===== src/rtl/wseq_pkg.sv =====
package wseq_pkg;

    localparam int WAKE_CNT_W = 8;
    localparam logic [1:0] AUTO_MODE = 2'b11;

    typedef enum logic [2:0] {
        ST_IDLE   = 3'd0,
        ST_PDOWN  = 3'd1,
        ST_CAL    = 3'd2,
        ST_SETTLE = 3'd3,
        ST_SENSE  = 3'd4,
        ST_RX     = 3'd5
    } seq_st_t;

    typedef enum logic [1:0] {
        CAL_EVERY = 2'b00,
        CAL_16TH  = 2'b01,
        CAL_256TH = 2'b10,
        CAL_NEVER = 2'b11
    } cal_mode_t;

    typedef struct packed {
        logic [1:0] pd_mode;
        logic       wake_sel;
        logic       sep_dio;
        logic [2:0] rx_wait;
        logic [3:0] cs_wait;
        cal_mode_t  cal_mode;
    } seq_cfg_t;

    function automatic logic cal_is_due(cal_mode_t m, logic [WAKE_CNT_W-1:0] c);
        case (m)
            CAL_EVERY: return 1'b1;
            CAL_16TH:  return (c[3:0] == 4'd0);
            CAL_256TH: return (c == '0);
            default:   return 1'b0;
        endcase
    endfunction

endpackage


===== src/rtl/wseq_wake_det.sv =====
module wseq_wake_det #(
    parameter int N_PINS = 2
) (
    input  logic              clk,
    input  logic              rst,
    input  logic [N_PINS-1:0] pins,
    output logic [N_PINS-1:0] fall
);
    for (genvar i = 0; i < N_PINS; i++) begin : g_pin
        logic s1, s2, prev;
        always_ff @(posedge clk) begin
            if (rst) begin
                s1   <= 1'b1;
                s2   <= 1'b1;
                prev <= 1'b1;
            end else begin
                s1   <= pins[i];
                s2   <= s1;
                prev <= s2;
            end
        end
        assign fall[i] = prev & ~s2;

        assert_fall_single_R4: assert property (@(posedge clk) disable iff (rst)
            fall[i] |=> !fall[i]);
    end
endmodule


===== src/rtl/wseq_cal_gate.sv =====
module wseq_cal_gate
    import wseq_pkg::*;
(
    input  logic      clk,
    input  logic      rst,
    input  cal_mode_t mode,
    input  logic      accept,
    output logic      due
);
    logic [WAKE_CNT_W-1:0] wake_cnt;

    always_ff @(posedge clk) begin
        if (rst)         wake_cnt <= '0;
        else if (accept) wake_cnt <= wake_cnt + 1'b1;
    end

    assign due = cal_is_due(mode, wake_cnt);

    assert_cnt_step_R7: assert property (@(posedge clk) disable iff (rst)
        !$past(accept) |-> wake_cnt == $past(wake_cnt));
endmodule


===== src/rtl/wseq_timer.sv =====
module wseq_timer #(
    parameter int W = 12
) (
    input  logic         clk,
    input  logic         rst,
    input  logic         load,
    input  logic [W-1:0] load_val,
    output logic         zero
);
    logic [W-1:0] cnt;

    always_ff @(posedge clk) begin
        if (rst)             cnt <= '0;
        else if (load)       cnt <= load_val;
        else if (cnt != '0)  cnt <= cnt - 1'b1;
    end

    assign zero = (cnt == '0);

    assert_tmr_down_R5: assert property (@(posedge clk) disable iff (rst)
        (!$past(load) && $past(cnt) != '0) |-> cnt == $past(cnt) - 1'b1);
endmodule


===== src/rtl/wake_seq_ctrl.sv =====
module wake_seq_ctrl
    import wseq_pkg::*;
#(
    parameter int SETTLE_UNIT = 32,
    parameter int WINDOW_UNIT = 16,
    parameter int CAL_TIMEOUT = 4096
) (
    input  logic       clk,
    input  logic       rst,
    input  logic [1:0] pd_mode,
    input  logic       seq_pd_set,
    input  logic       wake_sel,
    input  logic       sep_dio,
    input  logic [2:0] rx_wait,
    input  logic [3:0] cs_wait,
    input  logic [1:0] cal_mode,
    input  logic       man_synth_pwr,
    input  logic       man_rx_pwr,
    input  logic       pin_csn,
    input  logic       pin_dio,
    input  logic       carrier_sense,
    input  logic       cal_done,
    output logic       synth_pwr,
    output logic       rx_pwr,
    output logic       cal_start,
    output logic       wake_irq,
    output logic       cal_err,
    output logic [2:0] seq_state
);
    localparam int SETTLE_MAX = 8 * SETTLE_UNIT;
    localparam int WINDOW_MAX = 16 * WINDOW_UNIT;
    localparam int LEN_A  = (SETTLE_MAX > WINDOW_MAX) ? SETTLE_MAX : WINDOW_MAX;
    localparam int MAXLEN = (LEN_A > CAL_TIMEOUT) ? LEN_A : CAL_TIMEOUT;
    localparam int TMR_W  = $clog2(MAXLEN);

    seq_cfg_t cfg;
    assign cfg = '{pd_mode: pd_mode, wake_sel: wake_sel, sep_dio: sep_dio,
                   rx_wait: rx_wait, cs_wait: cs_wait,
                   cal_mode: cal_mode_t'(cal_mode)};

    seq_st_t           st, nxt;
    logic              auto_on;
    logic [1:0]        falls;
    logic              wake_ev, accept, due;
    logic              tmr_load, tmr_zero;
    logic [TMR_W-1:0]  tmr_val, settle_len, window_len;
    logic              abort, detect;

    assign auto_on = (cfg.pd_mode == AUTO_MODE);

    wseq_wake_det #(.N_PINS(2)) u_wake (
        .clk (clk),
        .rst (rst),
        .pins({pin_dio, pin_csn}),
        .fall(falls)
    );

    assign wake_ev = cfg.wake_sel ? falls[0] : (cfg.sep_dio & falls[1]);
    assign accept  = auto_on & ~seq_pd_set & (st == ST_PDOWN) & wake_ev;

    wseq_cal_gate u_gate (
        .clk   (clk),
        .rst   (rst),
        .mode  (cfg.cal_mode),
        .accept(accept),
        .due   (due)
    );

    assign settle_len = TMR_W'((32'(cfg.rx_wait) + 1) * SETTLE_UNIT - 1);
    assign window_len = TMR_W'((32'(cfg.cs_wait) + 1) * WINDOW_UNIT - 1);

    always_comb begin
        nxt     = st;
        tmr_val = '0;
        abort   = 1'b0;
        detect  = 1'b0;
        if (!auto_on) begin
            nxt = ST_IDLE;
        end else if (seq_pd_set) begin
            nxt = ST_PDOWN;
        end else begin
            case (st)
                ST_PDOWN: if (wake_ev) begin
                    if (due) begin
                        nxt     = ST_CAL;
                        tmr_val = TMR_W'(CAL_TIMEOUT - 1);
                    end else begin
                        nxt     = ST_SETTLE;
                        tmr_val = settle_len;
                    end
                end
                ST_CAL: if (cal_done) begin
                    nxt     = ST_SETTLE;
                    tmr_val = settle_len;
                end else if (tmr_zero) begin
                    nxt   = ST_PDOWN;
                    abort = 1'b1;
                end
                ST_SETTLE: if (tmr_zero) begin
                    nxt     = ST_SENSE;
                    tmr_val = window_len;
                end
                ST_SENSE: if (carrier_sense) begin
                    nxt    = ST_RX;
                    detect = 1'b1;
                end else if (tmr_zero) begin
                    nxt = ST_PDOWN;
                end
                default: nxt = st;
            endcase
        end
    end

    assign tmr_load = (nxt != st);

    wseq_timer #(.W(TMR_W)) u_tmr (
        .clk     (clk),
        .rst     (rst),
        .load    (tmr_load),
        .load_val(tmr_val),
        .zero    (tmr_zero)
    );

    always_ff @(posedge clk) begin
        if (rst) begin
            st        <= ST_IDLE;
            cal_start <= 1'b0;
            wake_irq  <= 1'b0;
            cal_err   <= 1'b0;
        end else begin
            st        <= nxt;
            cal_start <= (st == ST_PDOWN) && (nxt == ST_CAL);
            wake_irq  <= detect;
            if (auto_on && seq_pd_set) cal_err <= 1'b0;
            else if (abort)            cal_err <= 1'b1;
        end
    end

    always_comb begin
        if (!auto_on) begin
            synth_pwr = man_synth_pwr;
            rx_pwr    = man_rx_pwr;
        end else begin
            synth_pwr = (st == ST_CAL) || (st == ST_SETTLE) ||
                        (st == ST_SENSE) || (st == ST_RX);
            rx_pwr    = (st == ST_SETTLE) || (st == ST_SENSE) || (st == ST_RX);
        end
    end

    assign seq_state = st;

    assert_cal_pulse_R8: assert property (@(posedge clk) disable iff (rst)
        cal_start |=> !cal_start);

    assert_irq_entry_R10: assert property (@(posedge clk) disable iff (rst)
        wake_irq |-> (st == ST_RX && $past(st) == ST_SENSE));

    assert_pdown_quiet_R3: assert property (@(posedge clk) disable iff (rst)
        (st == ST_PDOWN && auto_on) |-> (!rx_pwr && !synth_pwr));

    assert_settle_exit_R5: assert property (@(posedge clk) disable iff (rst)
        ($past(st) == ST_SETTLE && st == ST_SENSE) |-> $past(tmr_zero));

    assert_err_rise_R9: assert property (@(posedge clk) disable iff (rst)
        $rose(cal_err) |-> ($past(st) == ST_CAL && st == ST_PDOWN));
endmodule


===== config.mk =====
export PLATFORM = sky130hd
export DESIGN_NAME = wake_seq_ctrl
export DESIGN_NICKNAME = d
export VERILOG_FILES = /design/src/rtl/wseq_pkg.sv /design/src/rtl/wseq_wake_det.sv /design/src/rtl/wseq_cal_gate.sv /design/src/rtl/wseq_timer.sv /design/src/rtl/wake_seq_ctrl.sv
export SDC_FILE = /design/constraint.sdc
export NUM_CORES = 1
export LEC_CHECK = 0
export ABC_AREA = 0
export CAP_MARGIN = 10
export CELL_PAD_IN_SITES_DETAIL_PLACEMENT = 0
export CELL_PAD_IN_SITES_GLOBAL_PLACEMENT = 1
export CORE_UTILIZATION = 35
export CTS_CLUSTER_DIAMETER = 120
export CTS_CLUSTER_SIZE = 12
export DETAILED_ROUTE_END_ITERATION = 10
export DONT_BUFFER_PORTS = 1
export GPL_TIMING_DRIVEN = 1
export PLACE_DENSITY = 0.62
export SYNTH_ARGS = -nofsm -noshare
export SYNTH_HDL_FRONTEND = slang
export SYNTH_SLANG_ARGS = --single-unit

===== constraint.sdc =====
create_clock -name clk -period 2.45 [get_ports clk]
set_clock_uncertainty 0.05 [all_clocks]
set_input_delay 0.49 -clock clk [delete_from_list [all_inputs] [get_ports clk]]
set_output_delay 0.49 -clock clk [all_outputs]
set_load 0.005 [all_outputs]

==> results of run 1 <==
-- final timing paths --
check,cells past startpoint,start,endpoint
max reg2reg,8,u_tmr.cnt[1],u_tmr.cnt[1]
max,8,u_tmr.cnt[1],u_tmr.cnt[1]
min,1,rst,u_tmr.cnt[0]
min reg2reg,1,u_wake.g_pin[0].s1,u_wake.g_pin[0].s2
-- Yosys cell counts (all sizes together), types with 6 or more instances --
cell,n
a31oi,6
xnor2,6
nand2,15
o21ai,11
inv,8
a21oi,13
xor2,13
or2,7
nor3,10
nor2,25
dfxtp,32
ha,7
nand3,6
-- final cells by class --
| type | count | area [µm²] | area share [%] |
|---|---|---|---|
| clock buffer | 6 | 72.57 | 3.251 |
| clock inverter | 2 | 35.03 | 1.570 |
| tap | 70 | 87.58 | 3.924 |
| multi-input combinational | 184 | 1269 | 56.84 |
| sequential | 32 | 640.6 | 28.70 |
| inverter | 8 | 30.03 | 1.345 |
| timing repair buffer | 13 | 97.59 | 4.372 |
-- critical path, delay by kind of cell, from the launching register on --
kind | cells | cell delay [ns]
simple gates | 4 | 1.18
flops | 1 | 0.32
mux | 1 | 0.30
buf+inv | 1 | 0.08
compound gates | 1 | 0.23
fa+ha+maj | 1 | 0.15
-- through the flow --
stage / util (%) / instances
after global placement: 40.13 / 307
after global routing: 42.62 / 315
after floorplan: - / 231
after detailed placement: 40.13 / 307
after CTS: 42.19 / 315
final: 42.62 / 315
-- metal layers --
layer | share of wire (%) | wire length, µm
met2 | 41 | 1903
met1 | 52 | 2391
met3 | 5.6 | 261
met4 | 1.6 | 74
met5 | 0 | 0
-- repair_timing --
item	in CTS	in global routing
gates resized for setup	0	6
buffers inserted	0	0
setup endpoints to repair	0	11
-- registers in the layout (all words and copies together) (netlist names) --
| signal | flops |
|---|---|
| u_tmr.cnt | 12 |
| u_gate.wake_cnt | 8 |
| seq_state | 3 |
| u_wake.g_pin.prev | 2 |
| u_wake.g_pin.s1 | 2 |
| u_wake.g_pin.s2 | 2 |
| cal_err | 1 |
| cal_start | 1 |
| wake_irq | 1 |
-- power by group through the flow --
stage               sequential (W)  clock [W]  combinational (W)
finish                    0.000726   0.000508           0.000910
global route              0.000740   0.000548            0.00101
CTS                       0.000717   0.000516           0.000876
detailed placement        0.000727          0           0.000869
global placement          0.000731          0           0.000885
floorplan                 0.000710          0           0.000684
-- logic make-up (layout without fill, tap and decap cells) --
family | after synthesis | count (layout) | share of synthesized area [%]
AO/OA/AOI/OAI | 56 | 56 | 19.57
XOR/XNOR | 19 | 19 | 8.504
adder cells (fa/ha/maj) | 7 | 7 | 4.475
buffers and inverters | 15 | 29 | 3.581
flip-flops | 32 | 32 | 32.74
multiplexers | 2 | 2 | 1.342
AND/OR/NAND/NOR | 100 | 100 | 29.79
==> impl_metrics.json, run 1 <==
{
  "maxCapViolCount": 0,
  "synth_seq_cells": 32,
  "gr-usage-met3_pct": 4.643,
  "rows": 26,
  "area_growth_pct": 14.07,
  "synth_top_flop_cell": "dfxtp_1",
  "swShare_pct": 35.65,
  "clock.fmax_mhz": 420.0,
  "root_buffer": "clkbuf_8",
  "syn_avg_cell_area_um2": 8.471,
  "worstPathRequired_ns": 2.61,
  "syn-num-nets": 260,
  "grt_max_degree": 25,
  "cp_max_fo": 5,
  "die_h_um": 76.78,
  "dieArea_um2": 5894,
  "setup-violations-final": 0,
  "grt_pass1_wl_mm": 7.893,
  "critPathKind": "flip-flop to flip-flop",
  "synth-async-reset-ratio_pct": 0,
  "worst_ep_arrival_time_ns": 2.54,
  "power_frac_comb_pct": 42.4,
  "mostFrequentLayoutCell": "dfxtp_1",
  "crit_chain": "inv_2 -> ha_1 -> nor4b_4 -> and3_4 -> mux2_4 -> or4_4 -> and4b_4 -> a211oi_2",
  "wire_per_inst_um": 14.70,
  "slowest_stage": "or4_4",
  "drive_gt1_share_pct": 18.37,
  "status": "finished clean",
  "nFillCells": 523,
  "cts_sinks": 32,
  "peakVddDrop_mv": 0.3963,
  "core_um2": 5238,
  "slowest_delay_ns": 0.42,
  "antenna_found_initial": 0,
  "grt_overflow": 0,
  "min_period_over_period_pct": 97.19,
  "stdcell_area_um2": 2232,
  "vias_per_cell": 5.460,
  "drt_iter0_markers": 72,
  "grt_use_met2_pct": 23.84,
  "leakagePower_nw": 0.8107,
  "h-tree-depth": 2,
  "place_congestion": 0.7573,
  "n_antenna_cell": 0,
  "period_needed_ns": 2.381,
  "synthCells": 231,
  "p_switching_w": 0.0007645,
  "setup_slack_ns": 0.06889,
  "dr.pass1.iters": 4,
  "hold_viol_final": 0,
  "die_x_um": 76.78,
  "fin_setup_tns_ns": 0,
  "grt_usage_pct": 16.98,
  "place_ws_ns": 0.02223,
  "fin_nets": 273,
  "initial_core_util_pct": 37.36,
  "hpwl_mm": 3.558,
  "synth_top_cell_by_area": "dfxtp_1",
  "timing.slew.headroom_pct": 60.41,
  "drcViolationCount": 0,
  "synthTopCellsByArea": "dfxtp_1 33%, xor2_1 5.8%, nor2_1 4.8%, ha_1 4.5%, a21oi_1 3.3%",
  "placed_area_um2": 2102,
  "power_density_nw_per_um2": 960.6,
  "drt_wl_total_mm": 4.630,
  "ys_seq_area_share_pct": 32.74,
  "vias": 1720,
  "ant_nets": 0,
  "cp-start-kind": "flip-flop",
  "yosysWarningCount": 0,
  "hp-class": "input pin to flip-flop",
  "power_w": 0.002144,
  "numCtsBuffers": 5,
  "clkPwrFrac_pct": 23.7,
  "hold_slack_ns": 0.2071,
  "gr-max-usage-layer": "met1",
  "io_pins": 30,
  "cts_tree": "yes",
  "clk_latency_ns": 0.29,
  "finalMaxSlewViolations": 0,
  "mostFrequentLayoutCells": "32 x dfxtp_1, 25 x nor2_1, 15 x nand2_1",
  "synth_edf_count": 0,
  "met1_usage_pct": 24.28,
  "synth_area_um2": 1957,
  "internal-power_w": 0.001380,
  "seqPwrFrac_pct": 33.8,
  "clock_path_buffers": 2,
  "grt_pass1_vias": 1591,
  "cp-end-kind": "flip-flop",
  "yosysTopAreaCellShare_pct": 32.74,
  "tightest_slew_ns": 0.5885,
  "synth.distinct_cells": 58,
  "clk_pin_slew_worst_paths_ns": 0.07,
  "portBuffers": 0,
  "r2r_slack_ns": 0.07,
  "postCtsHoldBufs": 0
}
No activity file was read; power rests on OpenSTA's default activity.
==> run 2, diff against run 1 <==
--- a/config.mk
+++ b/config.mk
@@ -5,7 +5,7 @@
 export SDC_FILE = /design/constraint.sdc
 export NUM_CORES = 1
 export LEC_CHECK = 0
-export ABC_AREA = 0
+export ABC_AREA = 1
 export CAP_MARGIN = 10
 export CELL_PAD_IN_SITES_DETAIL_PLACEMENT = 0
 export CELL_PAD_IN_SITES_GLOBAL_PLACEMENT = 1
@@ -15,7 +15,7 @@
 export DETAILED_ROUTE_END_ITERATION = 10
 export DONT_BUFFER_PORTS = 1
 export GPL_TIMING_DRIVEN = 1
-export PLACE_DENSITY = 0.62
+export PLACE_DENSITY = 0.65
 export SYNTH_ARGS = -nofsm -noshare
 export SYNTH_HDL_FRONTEND = slang
 export SYNTH_SLANG_ARGS = --single-unit
==> run 2 against run 1 <==
Highest routed layer unchanged. Largest cell class unchanged. Core utilization down 0.99 points. Critical path type unchanged. Critical endpoint is now u_tmr.cnt[9]. Via count rose by 13%. Maximum frequency increased by 7.7%. Routed wire length up 12%.
==> impl_metrics.json, run 2 <==
{
  "mostFrequentLayoutCell": "nand2_1",
  "maxCapViolCount": 0,
  "crit_chain": "inv_1 -> ha_2 -> nand2_1 -> nor2_2 -> nand2_2 -> clkinv_4 -> nand2_2 -> nand2_2 -> nand3_2 -> nand2_2 -> nand2_2 -> nand2_2 -> nand2_2 -> nor2_4 -> buf_6 -> nand3_1 -> nand2_1 -> nand2_1 -> nor2_1",
  "n_antenna_cell": 0,
  "vias_per_cell": 4.912,
  "synth_seq_cells": 32,
  "met3_length_um": 241,
  "synth.most_common_cell": "nand2_1",
  "final_core_util_pct": 41.63,
  "postCtsHoldBufs": 0,
  "synth-async-reset-ratio_pct": 0,
  "ys_seq_area_share_pct": 30.44,
  "portBuffers": 0,
  "ant_nets": 0,
  "place_ws_ns": 0.1323,
  "seqPwrFrac_pct": 32.1,
  "power_density_nw_per_um2": 897.2,
  "cp-end-kind": "flip-flop",
  "dr.pass1.iters": 4,
  "area_growth_pct": 11.59,
  "finalMaxSlewViolations": 0,
  "tightest_slew_ns": 0.2976,
  "grt_overflow": 0,
  "p_switching_w": 0.0008544,
  "clk_latency_ns": 0.29,
  "rows": 27,
  "die_x_um": 79.54,
  "worstPathRequired_ns": 2.63,
  "critPathKind": "flip-flop to flip-flop",
  "clkPwrFrac_pct": 20.6,
  "largest-register": "u_tmr.cnt",
  "root_buffer": "clkbuf_8",
  "wl_met1_mm": 2.644,
  "worst_ep_arrival_time_ns": 2.39,
  "clock_path_buffers": 2,
  "yosysTopAreaCellShare_pct": 30.44,
  "synth_edf_count": 0,
  "synth_top_flop_cell": "dfxtp_1",
  "wire_per_inst_um": 13.09,
  "min_period_over_period_pct": 90.22,
  "r2r_slack_ns": 0.24,
  "largest_register_ffs": 12,
  "io_pins": 30,
  "peakVddDrop_mv": 0.3522,
  "synth.distinct_cells": 32,
  "dr_wl_met2_mm": 2.233,
  "yosysWarningCount": 0,
  "drt_iter0_markers": 93,
  "syn_avg_cell_area_um2": 6.767,
  "swShare_pct": 40.55,
  "power_frac_comb_pct": 47.3,
  "grt_usage_pct": 18.07,
  "cp-start-kind": "flip-flop",
  "synthCells": 311,
  "die_h_um": 79.54,
  "hold_viol_final": 0,
  "hold_slack_ns": 0.2154,
  "synth_common_cells": "58 x nand2_1, 38 x nor2_1, 33 x inv_1, 32 x dfxtp_1, 29 x nand3_1",
  "dp.cells": 386,
  "fin_nets": 353,
  "drive_gt1_share_pct": 15.38,
  "drcViolationCount": 0,
  "numCtsBuffers": 5,
  "antenna_found_initial": 0,
  "worst_path_most_repeated_cell": "nand2_2",
  "syn-num-nets": 340,
  "internal-power_w": 0.001253,
  "slowest_stage": "dfxtp_1",
  "vias": 1950,
  "topRoutingLayerUsed": "met4",
  "synthTopCellsByArea": "dfxtp_1 30%, nand2_1 10%, nand3_1 6.9%, nor2_1 6.8%, inv_1 5.9%",
  "h-tree-depth": 2,
  "leakagePower_nw": 1.052,
  "status": "finished clean",
  "timing.slew.headroom_pct": 80.01,
  "setup-violations-final": 0,
  "cp_max_fo": 6,
  "setup_slack_ns": 0.2395,
  "cts_tree": "yes",
  "synth_top_cell_by_area": "dfxtp_1",
  "clk_pin_slew_worst_paths_ns": 0.07,
  "cts_sinks": 32,
  "initial_core_util_pct": 37.30,
  "grt_pass1_wl_mm": 8.797,
  "slowest_delay_ns": 0.31,
  "fin_cells": 397,
  "period_needed_ns": 2.210,
  "mostFrequentLayoutCells": "58 x nand2_1, 38 x nor2_1, 32 x inv_1, 32 x dfxtp_1, 28 x nand3_1",
  "grt_max_degree": 20,
  "grt_pass1_vias": 1908,
  "place_congestion": 0.8851,
  "dieArea_um2": 6327,
  "synth_area_um2": 2105,
  "drt_wl_total_mm": 5.196,
  "hp-class": "input pin to flip-flop",
  "clock.fmax_mhz": 452.4,
  "core_um2": 5642,
  "power_w": 0.002107,
  "hpwl_mm": 4.016
}
-- run 2: cell count changes in the layout (fill, tap and decap cells not counted), sizes merged, moves of 6 or more --
cell / before / now
nand2: 15 / 68
inv: 8 / 35
nand3: 6 / 31
nor2: 25 / 44
a31oi: 6 / 0
o211ai: 1 / 7
-- run 2: logic make-up after synthesis --
group                    count (synthesis)  share of synthesized area [%]
AO/OA/AOI/OAI                           41                          11.77
XOR/XNOR                                14                          5.827
adder cells (fa/ha/maj)                  7                          4.162
buffers and inverters                   43                          8.799
flip-flops                              32                          30.44
AND/OR/NAND/NOR                        174                          39.00
-- run 2: worst paths after layout --
check / from / to / cells after the start
hold / removal: rst / u_tmr.cnt[11] / 1
setup / recovery: u_tmr.cnt[1] / u_tmr.cnt[9] / 19
setup reg to reg: u_tmr.cnt[1] / u_tmr.cnt[9] / 19
hold reg to reg: u_wake.g_pin[1].s1 / u_wake.g_pin[1].s2 / 1
-- run 2: cell type report --
| cell class | count | area [µm²] |
|---|---|---|
| Fill cell | 614 | 3293 |
| Multi-Input combinational cell | 236 | 1286 |
| Sequential cell | 32 | 640.6 |
| Inverter | 37 | 143.9 |
| Timing Repair Buffer | 12 | 93.84 |
| Tap cell | 72 | 90.09 |
| Clock buffer | 7 | 86.33 |
| Clock inverter | 1 | 7.507 |
-- run 2: metal layers --
layer | GRT usage, % | vias to the layer above
li1 | - | 1044
met5 | 0 | -
met3 | 4.914 | 8
met1 | 23.50 | 860
met2 | 28.29 | 38
met4 | 6.545 | 0
-- run 2: critical path: cells and delay by family, from the launching register on --
| family | cells | cell delay [ns] |
|---|---|---|
| fa+ha+maj | 1 | 0.21 |
| simple gates | 15 | 1.25 |
| buf+inv | 3 | 0.33 |
| flops | 1 | 0.31 |
-- run 2: what timing repair did --
action / CTS / global route
setup buffers: 0 / 3
endpoints found under the setup margin: 0 / 8
resized for setup: 0 / 4
-- run 2: through the flow --
step	cell area, µm²	setup TNS [ns]
2_1_floorplan	2105	0
3_3_place_gp	2221	0
3_5_place_dp	2221	0
4_1_cts	2315	0
5_1_grt	2349	-0.01104
6_report	2349	0
-- run 2: power groups by stage --
stage / clock [W] / combinational (W) / sequential, W
6_report: 0.000434 / 0.000997 / 0.000676
5_1_grt: 0.000476 / 0.00116 / 0.000685
4_1_cts: 0.000455 / 0.000951 / 0.000674
3_5_place_dp: 0 / 0.000947 / 0.000685
3_3_place_gp: 0 / 0.000953 / 0.000686
2_1_floorplan: 0 / 0.000790 / 0.000667
